### src/rtl/link_led_pkg.sv
package link_led_pkg;

    typedef enum logic [1:0] {
        LM_UNCFG = 2'd0,
        LM_CFG   = 2'd1,
        LM_SUSP  = 2'd2
    } link_mode_e;

    typedef struct packed {
        logic enum_evt;
        logic ack_evt;
    } link_evt_t;

    function automatic int blink_cnt_w(input int cycles);
        return $clog2(cycles + 1);
    endfunction

    // Lamp is lit when: configured and no gap, or unconfigured and flashing.
    function automatic logic lamp_lit(input link_mode_e mode, input logic blinking);
        case (mode)
            LM_UNCFG: return blinking;
            LM_CFG:   return !blinking;
            default:  return 1'b0;
        endcase
    endfunction

    // Picks the event that is meaningful in the current configured state.
    function automatic logic pick_event(input link_evt_t ev, input logic configured);
        return configured ? ev.ack_evt : ev.enum_evt;
    endfunction

endpackage

### src/rtl/link_mode_track.sv
module link_mode_track
    import link_led_pkg::*;
(
    input  logic       clk,
    input  logic       rst,
    input  logic       cfg_i,
    input  logic       susp_i,
    output link_mode_e mode_o,
    output logic       cfg_q_o,
    output logic       cfg_flip_o
);

    logic cfg_q;
    logic susp_q;

    always_ff @(posedge clk) begin
        if (rst) begin
            cfg_q  <= 1'b0;
            susp_q <= 1'b0;
        end else begin
            cfg_q  <= cfg_i;
            susp_q <= susp_i;
        end
    end

    always_comb begin
        if (susp_q)     mode_o = LM_SUSP;
        else if (cfg_q) mode_o = LM_CFG;
        else            mode_o = LM_UNCFG;
    end

    assign cfg_q_o    = cfg_q;
    assign cfg_flip_o = cfg_i ^ cfg_q;

    AST_RESET_UNCFG: assert property (@(posedge clk)
        rst |=> (mode_o == LM_UNCFG));

endmodule

### src/rtl/blink_timer.sv
module blink_timer #(
    parameter int BLINK_CYCLES = 65536
) (
    input  logic clk,
    input  logic rst,
    input  logic trig_i,
    input  logic cancel_i,
    output logic busy_o
);

    localparam int CW = link_led_pkg::blink_cnt_w(BLINK_CYCLES);
    localparam logic [CW-1:0] LOAD_VAL = CW'(BLINK_CYCLES);

    logic [CW-1:0] cnt;

    always_ff @(posedge clk) begin
        if (rst || cancel_i)  cnt <= '0;
        else if (trig_i)      cnt <= LOAD_VAL;
        else if (cnt != '0)   cnt <= cnt - 1'b1;
    end

    assign busy_o = (cnt != '0);

    AST_NO_OVERFLOW: assert property (@(posedge clk) disable iff (rst)
        cnt <= LOAD_VAL);

    AST_CANCEL_IDLE: assert property (@(posedge clk) disable iff (rst)
        cancel_i |=> !busy_o);

endmodule

### src/rtl/led_driver.sv
module led_driver
    import link_led_pkg::*;
(
    input  link_mode_e mode_i,
    input  logic       busy_i,
    output logic       led_n_o
);

    always_comb begin
        led_n_o = !lamp_lit(mode_i, busy_i);
    end

endmodule

### src/rtl/link_led_ctrl.sv
module link_led_ctrl
    import link_led_pkg::*;
#(
    parameter int BLINK_CYCLES = 65536
) (
    input  logic clk,
    input  logic rst,
    input  logic enum_evt_i,
    input  logic ack_evt_i,
    input  logic cfg_i,
    input  logic susp_i,
    output logic led_n_o
);

    link_mode_e mode;
    logic       cfg_q;
    logic       cfg_flip;
    logic       busy;
    logic       trig;
    logic       cancel;
    link_evt_t  ev;

    assign ev.enum_evt = enum_evt_i;
    assign ev.ack_evt  = ack_evt_i;

    link_mode_track u_mode (
        .clk        (clk),
        .rst        (rst),
        .cfg_i      (cfg_i),
        .susp_i     (susp_i),
        .mode_o     (mode),
        .cfg_q_o    (cfg_q),
        .cfg_flip_o (cfg_flip)
    );

    // Suspend and a change of configuration both win over a new event.
    assign cancel = susp_i | cfg_flip;
    assign trig   = pick_event(ev, cfg_q);

    blink_timer #(
        .BLINK_CYCLES(BLINK_CYCLES)
    ) u_timer (
        .clk      (clk),
        .rst      (rst),
        .trig_i   (trig),
        .cancel_i (cancel),
        .busy_o   (busy)
    );

    led_driver u_drv (
        .mode_i  (mode),
        .busy_i  (busy),
        .led_n_o (led_n_o)
    );

    AST_UNCFG_FLASH: assert property (@(posedge clk) disable iff (rst)
        (mode == LM_UNCFG && enum_evt_i && !cfg_i && !susp_i) |=> !led_n_o);

    AST_CFG_GAP: assert property (@(posedge clk) disable iff (rst)
        (mode == LM_CFG && ack_evt_i && cfg_i && !susp_i) |=> led_n_o);

    AST_SUSP_DARK: assert property (@(posedge clk) disable iff (rst)
        susp_i |=> led_n_o);

    AST_CFG_IDLE_LIT: assert property (@(posedge clk) disable iff (rst)
        (cfg_i && !susp_i && !ack_evt_i && mode == LM_CFG && !busy) |=> !led_n_o);

endmodule

### config.mk
export PLATFORM = sky130hd
export DESIGN_NAME = link_led_ctrl
export DESIGN_NICKNAME = d
export VERILOG_FILES = /design/src/rtl/link_led_pkg.sv /design/src/rtl/link_mode_track.sv /design/src/rtl/blink_timer.sv /design/src/rtl/led_driver.sv /design/src/rtl/link_led_ctrl.sv
export SDC_FILE = /design/constraint.sdc
export NUM_CORES = 1
export LEC_CHECK = 0
export ABC_AREA = 1
export BUFFER_PORTS_ARGS = -buffer_cell sky130_fd_sc_hd__buf_2
export CAP_MARGIN = 40
export CORE_UTILIZATION = 50
export CTS_CLUSTER_DIAMETER = 60
export DETAILED_ROUTE_END_ITERATION = 10
export GPL_TIMING_DRIVEN = 0
export PLACE_DENSITY = 0.68
export SLEW_MARGIN = 20
export SYNTH_ARGS = -nofsm -noshare
export SYNTH_HDL_FRONTEND = slang
export SYNTH_HIERARCHICAL = 1
export SYNTH_SLANG_ARGS = --single-unit
### constraint.sdc
create_clock -name clk -period 2.9 [get_ports clk]
set_input_delay 0 -clock clk [delete_from_list [all_inputs] [get_ports clk]]
set_output_delay 0 -clock clk [all_outputs]
set_load 0.03 [all_outputs]
After elaboration in Yosys (flattened, before gate mapping)

Index checks and enable logic that the tools add are counted.

Mux-type cells: 6
Reduce and logical (&&, ||, !) cells: 7
Equality and inequality tests: 1
Bitwise gates (word level): 2
Add/sub/neg operators: 1

Operators by type and width:

| kind                                                                   | number |
|---|---|
| 17-bit two-way mux                                                     | 2 |
| 17-bit nonzero test                                                    | 1 |
| 17-bit by 1-bit subtractor with 17-bit output (second input constant)  | 1 |
| 2-bit by 1-bit equality test with 1-bit output (second input constant) | 1 |
| 1-bit logical NOT                                                      | 2 |
| 2-bit logical NOT                                                      | 1 |
| 1-bit two-way mux                                                      | 2 |
| 2-bit two-way mux                                                      | 1 |
| 1-bit case mux with 2 select lines                                     | 1 |
| 2-bit nonzero test                                                     | 1 |
| 2-bit OR reduction                                                     | 1 |
| 1-bit logical OR                                                       | 1 |
| 1-bit bitwise OR                                                       | 1 |
| 1-bit bitwise XOR                                                      | 1 |

Flip-flop bits (word level): 19
Input port bits: 6
Logic and storage cells: 21
Output and inout bits: 1

Logic depth before layout (Yosys ltp)

Gate-level depths: netlist of the first run.

Depth after elaboration: 5
Gate-level depth with buffers: 9
Mapped depth without buffers: 9

Modules after synthesis

The synthesis of the first run kept the hierarchy.

By module, submodules not included:

| module          | sequential area each (µm²) | area an instance (µm²) | cells an instance | instances |
|---|---|---|---|---|
| blink_timer     | 340.3                      | 1001.0                 | 153               | 1 |
| link_mode_track | 40.0                       | 81.3                   | 12                | 1 |
| led_driver      | 0.0                        | 28.8                   | 6                 | 1 |
| link_led_ctrl   | 0.0                        | 21.3                   | 5                 | 1 |

Least setup slack after synthesis of the first run

OpenSTA, ideal clock, no wires.

Path type: register -> register
Start point: register u_mode.cfg_q (netlist: u_mode/cfg_q_o)
End point: register u_timer.cnt[10]
Setup time: 64 ps
Buffers on the path: 1
Arrival: 1376 ps
Slack: 1460 ps
Data required time: 2836 ps
Clock period less this slack: 1440 ps
Cell stages (with the launch flop): 10
Path through: dfxtp_1 > inv_1 > nand2_1 > nand2_1 > or2_1 > or2_1 > nor2_2 > inv_1 > buf_2 > nor2_1

Longest elaborated chain between the ends: 4
Elaborated cells on any way between the ends: 5
Classes of those cells: mux: 1; bitwise: 2; reduce/logical: 2

Ends and longest elaborated chain:

| what                                | line                  | source |
|---|---|---|
| from (decl)                         | link_mode_track.sv:13 | `logic cfg_q;` |
| from (signal assigned)              | link_mode_track.sv:21 | `cfg_q <= cfg_i;` |
| 1-bit bitwise XOR                   | link_mode_track.sv:33 | `assign cfg_flip_o = cfg_i ^ cfg_q;` |
| net cfg_flip                        | link_led_ctrl.sv:17   | `logic cfg_flip;` |
| 1-bit bitwise OR                    | link_led_ctrl.sv:37   | `assign cancel = susp_i \| cfg_flip;` |
| net cancel                          | link_led_ctrl.sv:20   | `logic cancel;` |
| 1-bit logical OR                    | blink_timer.sv:17     | `if (rst \|\| cancel_i) cnt <= '0;` |
| 2-bit OR reduction (no source line) | -                     |  |
| to (signal assigned)                | blink_timer.sv:19     | `else if (cnt != '0) cnt <= cnt - 1'b1;` |
| to (decl)                           | blink_timer.sv:14     | `logic [CW-1:0] cnt;` |

The timed path passes the listed nets, and every way through them passes these cells.
A chain may end at the register's enable or synchronous reset.

Worst setup path after layout of the first run

Start point: register u_mode.cfg_q (netlist: u_mode/cfg_q_o)
End point: register u_timer.cnt[15]

The elaborated chain is that of the path after synthesis.

==> impl_metrics.ini, run 1 <==
[layout]
multi_input_comb_area_um2 = 649.4
regArea_um2 = 380.4
diodes = 0
most-common-layout-cells = sky130_fd_sc_hd__nand2_1, sky130_fd_sc_hd__nor2_1, sky130_fd_sc_hd__inv_1
most_frequent_standard_cell_in_the_layout_excluding_fill_and_tap_cells = sky130_fd_sc_hd__nand2_1
final_layout_size_suffix_gt1_share_pct = 14.29
layout-area-overhead-vs-synth_pct = 10.61
fillerInstances = 206
utilization_pct = 61.34
final_net_count = 198

[pwr]
power_per_cell_area_nw_per_um2 = 937.9
pwr-share-seq_pct = 26.3
internal_portion_of_total_power_uw = 619.4
p_sw_uw = 555.3
static-leakage-power_uw = 0.0006626
worst_supply_voltage_drop_on_vdd_uv = 522.1
clkPwrFrac_pct = 11.2
swShare_pct = 47.27
combPwrFrac_pct = 62.5

[placement]
placement.io_buffers = 6
dp_hpwl_um = 1628
gp_congestion = 0.8624

[worst_setup_path]
critical_path.endpoint_type = flip-flop
critPathKind = reg -> reg
worstSetupStartpointType = flip-flop
worstPathArrival_ns = 1.91
crit_path_required_time_ns = 3.13
crit_fanout = 10

[synthesis]
top_cells_by_area_in_the_synthesized_netlist = sky130_fd_sc_hd__dfxtp_1, sky130_fd_sc_hd__nand2_1, sky130_fd_sc_hd__nor2_1, sky130_fd_sc_hd__inv_1, sky130_fd_sc_hd__nand3_1
ys_seq_elements = 19
yosys_warnings = 6
synthCells = 176
avgSynthCellArea_um2 = 6.434
synth_nets = 184
post_synth_num_cell_types = 20
syn-cell-area_um2 = 1132
yosysSeqAreaShare_pct = 33.59
synth_largest_area_cell = sky130_fd_sc_hd__dfxtp_1
yosys.area.top_type_share_pct = 33.59

[clocking]
ctsHtreeMaxLevel = 1
postCtsSetupRepairBufs = 0
cts_resized = 0
cts.sink_count = 19
clock_tree.buffer_depth = 2
root_buffer = sky130_fd_sc_hd__clkbuf_4
numCtsBuffers = 3
clk_pin_slew_ns = 0.10
tritoncts = built
worstSkewPairLatency_ns = 0.29

[floorplan]
floorplan.die_area_um2 = 2459
placeableCoreArea_um2 = 2042
initial_core_util_pct = 55.45
num_io_pins = 7
placement_rows = 16
die-height_um = 49.59
chipWidth_um = 49.59

[min_path]
worst_hold_path_type = in -> reg

[routing]
vias = 1055
drt.antenna.violating_nets = 0
drt_pass1_iterations = 5
viasPerCell = 4.884
routedWlPerCell_um = 9.685
total_drc_errors_in_the_routed_layout = 0
dr.first_iter.drc_count = 26
wirelength_um = 2092

[grt]
global_route_wire_length_before_repair_um = 3836
grt_util_all_layers_pct = 19.88
first_global_vias = 925
grt_max_degree = 12
number_of_antenna_violations_at_the_first_check_in_global_routing = 0
overflow = 0

[sta]
period_needed_ns = 1.675
achievable-frequency_mhz = 597.2
hold-worst-slack_ns = 0.07151
final.setup.tns_ns = 0
maxSlewViolCount = 0
finalCritPeriodShare_pct = 57.74
timing_hold_violations_final = 0
fin_skew_ns = 0.001720
timing.final.setup_violations = 0
rsz0062_at_grt = false
worst_pin_slew_ns = 0.3130
timing.max_slew.rel_slack_pct = 79.06

[flow_run]
maxCapViolCount = 0

[run_status]
outcome = finished, final reports clean
-- critical path, stage by stage (launching register included) --
cell,delay (ns)
sky130_fd_sc_hd__dfxtp_1,0.39
sky130_fd_sc_hd__inv_1,0.07
sky130_fd_sc_hd__nand2_1,0.05
sky130_fd_sc_hd__nand2_1,0.04
sky130_fd_sc_hd__or2_1,0.21
sky130_fd_sc_hd__or2_1,0.26
sky130_fd_sc_hd__nor2_2,0.17
sky130_fd_sc_hd__inv_1,0.11
sky130_fd_sc_hd__buf_2,0.20
sky130_fd_sc_hd__nor2_1,0.12
-- layout make-up --
type                       instances  area share [%]
buffer                             3           1.898
clock buffer                       4           2.098
inverter                          21           6.294
multi-input combinational        133           51.85
sequential                        19           30.37
tap                               27           2.697
timing repair buffer               9           4.795
-- routing by layer --
metal	track usage (%)	vias to the layer above	share of wire (%)
li1	-	560	-
met1	27.22	463	50
met2	32.21	28	45
met3	2.778	4	3.7
met4	5.714	0	1.3
met5	0	-	0
-- cells by family after synthesis --
family	count (synthesis)	share of synthesized area [%]
and+or+nand+nor	117	47.29
DFF	19	33.59
AOI/OAI and AO/OA	10	4.751
adders and majority gates	2	2.210
buffers and inverters	24	9.061
xor gates and xnor gates	4	3.094
-- sequential cells by signal, summed over array words and instances, names as in the netlist --
| register | flops |
|---|---|
| u_mode/susp_q | 1 |
| u_timer/cnt | 17 |
| u_mode/cfg_q_o | 1 |
-- power groups by stage --
| stage | Sequential (uW) | Clock, uW | Combinational, uW |
|---|---|---|---|
| after floorplan | 308 | 0 | 618 |
| after global placement | 313 | 0 | 714 |
| after detailed placement | 314 | 0 | 729 |
| after CTS | 308 | 140 | 737 |
| after global routing | 313 | 150 | 848 |
| final | 309 | 131 | 735 |
-- per-stage QoR --
step           setup WS (ns)  power (uW)  cell area (um2)  cells
2_1_floorplan          1.460       925.6             1132    176
3_3_place_gp           1.274        1028             1196    209
3_5_place_dp           1.242        1043             1196    209
4_1_cts                1.211        1185             1252    216
5_1_grt                1.044        1311             1252    216
6_report               1.225        1175             1252    216
-- path summary, 6_finish.rpt --
| kind | startpoint | endpoint | slack, ns | cells after the start |
|---|---|---|---|---|
| max | u_mode/cfg_q_o | u_timer/cnt[15] | 1.23 | 9 |
| min reg2reg | u_timer/cnt[0] | u_timer/cnt[0] | 0.52 | 1 |
| max reg2reg | u_mode/cfg_q_o | u_timer/cnt[15] | 1.23 | 9 |
| min | enum_evt_i | u_timer/cnt[16] | 0.07 | 5 |
-- synthesized netlist by cell type, drive strengths merged --
cell / n
or2: 2
inv: 21
nand2: 55
ha: 2
nor2: 45
dfxtp: 19
a21oi: 6
buf: 3
nand3b: 5
nand3: 10
xor2: 4
o21ai: 4
-- what timing repair did --
action,CTS,global route
endpoints found under the hold margin,2,0
hold buffers,3,0
endpoints found under the setup margin,0,0
(Power assumes the default switching activity.)
==> inputs of run 2 (changes only) <==
==> constraint.sdc (replaced) <==
create_clock -name clk -period 1.56 [get_ports clk]
set_input_delay 0 -clock clk [delete_from_list [all_inputs] [get_ports clk]]
set_output_delay 0 -clock clk [all_outputs]
set_load 0.03 [all_outputs]
==> run 2 against run 1 <==
  * Clock-buffer cell count stayed put
  * Clock skew is 0.0010 ns higher
  * Largest cell class unchanged
  * Critical path depth stayed put
  * Final cell count is 2.8% higher
  * Die area stayed put
  * Critical endpoint is now led_n_o
  * Via count is 2.7% higher
  * Sequential power is 87% higher
  * Flip-flop and latch count stayed put
==> impl_metrics.ini, run 2 (synthesis results as in run 1) <==
[worst_setup_path]
crit_path_end = led_n_o
critical_path.endpoint_type = primary output
worstSetupStartpointType = flip-flop
setup.worst_path.start = u_timer/cnt[0]
critPathKind = reg -> out
r2r.worst_path.cells = 9
critical_path.reg2reg.startpoint = u_mode/cfg_q_o
worstPathArrival_ns = 1.48
crit_path_required_time_ns = 1.56
crit_fanout = 4
reg2reg_slack_ns = 0.09
timing.rr.end = u_timer/cnt[13]

[placement]
dp_hpwl_um = 1628
gp_congestion = 0.8624
placement.io_buffers = 6
placed_area_um2 = 1196
post_placement_cell_count = 209

[sta]
timing.max_slew.rel_slack_pct = 80.38
hold-worst-slack_ns = 0.1001
rsz0062_at_grt = true
fin_skew_ns = 0.002738
finalCritPeriodShare_pct = 94.64
worst_pin_slew_ns = 0.2933
timing_hold_violations_final = 0
timing.final.setup_violations = 0
achievable-frequency_mhz = 677.4
maxSlewViolCount = 0
period_needed_ns = 1.476

[grt]
grt_util_all_layers_pct = 20.40
overflow = 0
first_global_vias = 940
busiest_layer = met2
gr-usage-met1_pct = 27.98
grt_max_degree = 11
number_of_antenna_violations_at_the_first_check_in_global_routing = 0
grtUsageMet2_pct = 33.11
global_route_wire_length_before_repair_um = 3926
global_route.usage.met3_pct = 2.778

[layout]
multi_input_comb_area_um2 = 691.9
fillerInstances = 191
post_layout_nonfiller_instances = 222
register_with_the_highest_flop_count = u_timer/cnt
most-common-layout-cells = sky130_fd_sc_hd__nand2_1, sky130_fd_sc_hd__nor2_1, sky130_fd_sc_hd__inv_1
layout-area-overhead-vs-synth_pct = 22.43
regArea_um2 = 386.6
final_net_count = 204
most_frequent_standard_cell_in_the_layout_excluding_fill_and_tap_cells = sky130_fd_sc_hd__nand2_1
diodes = 0
final_layout_size_suffix_gt1_share_pct = 23.59
stdcell_area_um2 = 1386
largest_register_ff_count = 17

[pwr]
static-leakage-power_uw = 0.0007192
power_per_cell_area_nw_per_um2 = 1715
worst_supply_voltage_drop_on_vdd_uv = 1035

[routing]
vias = 1083
drt_pass1_iterations = 4
drt.antenna.violating_nets = 0
wirelength_um = 2386
routedWlPerCell_um = 10.75
dr.first_iter.drc_count = 18
total_drc_errors_in_the_routed_layout = 0
viasPerCell = 4.878

[floorplan]
placement_rows = 16
floorplan.die_area_um2 = 2459
die-height_um = 49.59
initial_core_util_pct = 55.45
chipWidth_um = 49.59
num_io_pins = 7
placeableCoreArea_um2 = 2042

[clocking]
numCtsBuffers = 3
clock_tree.buffer_depth = 2
tritoncts = built
clk_pin_slew_ns = 0.11
root_buffer = sky130_fd_sc_hd__clkbuf_4
ctsHtreeMaxLevel = 1
worstSkewPairLatency_ns = 0.29
cts.sink_count = 19

[flow_run]
maxCapViolCount = 0

[min_path]
worst_hold_path_type = in -> reg

[run_status]
outcome = finished, final reports clean
## run 2: cell count changes in the layout (fill, tap and decap cells not counted), moves of 2 or more
cell                      delta
sky130_fd_sc_hd__buf_6       +2
sky130_fd_sc_hd__dfxtp_2     +2
sky130_fd_sc_hd__dfxtp_1     -3
sky130_fd_sc_hd__buf_2       -2
sky130_fd_sc_hd__nor2_4      +3
sky130_fd_sc_hd__nor2_1      -5
sky130_fd_sc_hd__nor2_2      +2
sky130_fd_sc_hd__inv_1       -3
sky130_fd_sc_hd__buf_4       +4
sky130_fd_sc_hd__inv_2       +2
## run 2: power by group
part,internal [uW],total (uW),switching [uW]
Sequential,532,579,46.9
Clock,99.3,249,149
Combinational,631,1550,918
Total,1260,2380,1110
## run 2: what timing repair did
action,in CTS,in global routing
gates cloned,0,1
hold endpoints to repair,2,0
hold buffers,3,0
gates resized for setup,6,19
buffers inserted,3,2
setup endpoints to repair,11,11
pin swaps,1,5
## run 2: layout make-up
cell class	instances	area share, %
timing repair buffer	15	9.567
inverter	21	5.866
buffer	3	2.437
multi-input combinational	133	49.91
sequential	19	27.89
clock buffer	4	1.895
tap	27	2.437
## run 2: metrics by stage
| step | TNS (ns) | setup slack, ns | utilization, % | power, uW |
|---|---|---|---|---|
| 2_1_floorplan | 0 | 0.1196 | - | 1721 |
| 3_3_place_gp | -0.6452 | -0.06623 | 58.58 | 1910 |
| 3_5_place_dp | -0.8580 | -0.09779 | 58.58 | 1939 |
| 4_1_cts | 0 | 0.009680 | 63.05 | 2296 |
| 5_1_grt | -0.03162 | -0.009616 | 67.89 | 2613 |
| 6_report | 0 | 0.08369 | 67.89 | 2377 |
## run 2: layer usage
layer	up-vias	routed length (um)
li1	578	-
met1	471	1138
met2	30	1127
met3	4	99
met4	0	21
met5	-	0
## run 2: worst max-delay path, cell delays in order, from the launching register on
cell	delay (ns)
sky130_fd_sc_hd__dfxtp_4	0.38
sky130_fd_sc_hd__inv_2	0.10
sky130_fd_sc_hd__ha_4	0.14
sky130_fd_sc_hd__nand3_1	0.08
sky130_fd_sc_hd__nor2_2	0.13
sky130_fd_sc_hd__nand2_4	0.06
sky130_fd_sc_hd__inv_1	0.05
sky130_fd_sc_hd__nand2_1	0.06
sky130_fd_sc_hd__nand3_2	0.06
sky130_fd_sc_hd__buf_6	0.12
## run 2: how the worst min path moves through the flow
stage          startpoint               to  slack [ns]  cells past startpoint
2_1_floorplan         rst    u_mode/susp_q        0.07                      1
3_3_place_gp          rst    u_mode/susp_q        0.18                      2
3_5_place_dp          rst   u_mode/cfg_q_o        0.20                      2
4_1_cts        enum_evt_i  u_timer/cnt[16]         0.1                      5
5_1_grt        enum_evt_i  u_timer/cnt[16]        0.10                      5
6_report       enum_evt_i  u_timer/cnt[16]        0.10                      5
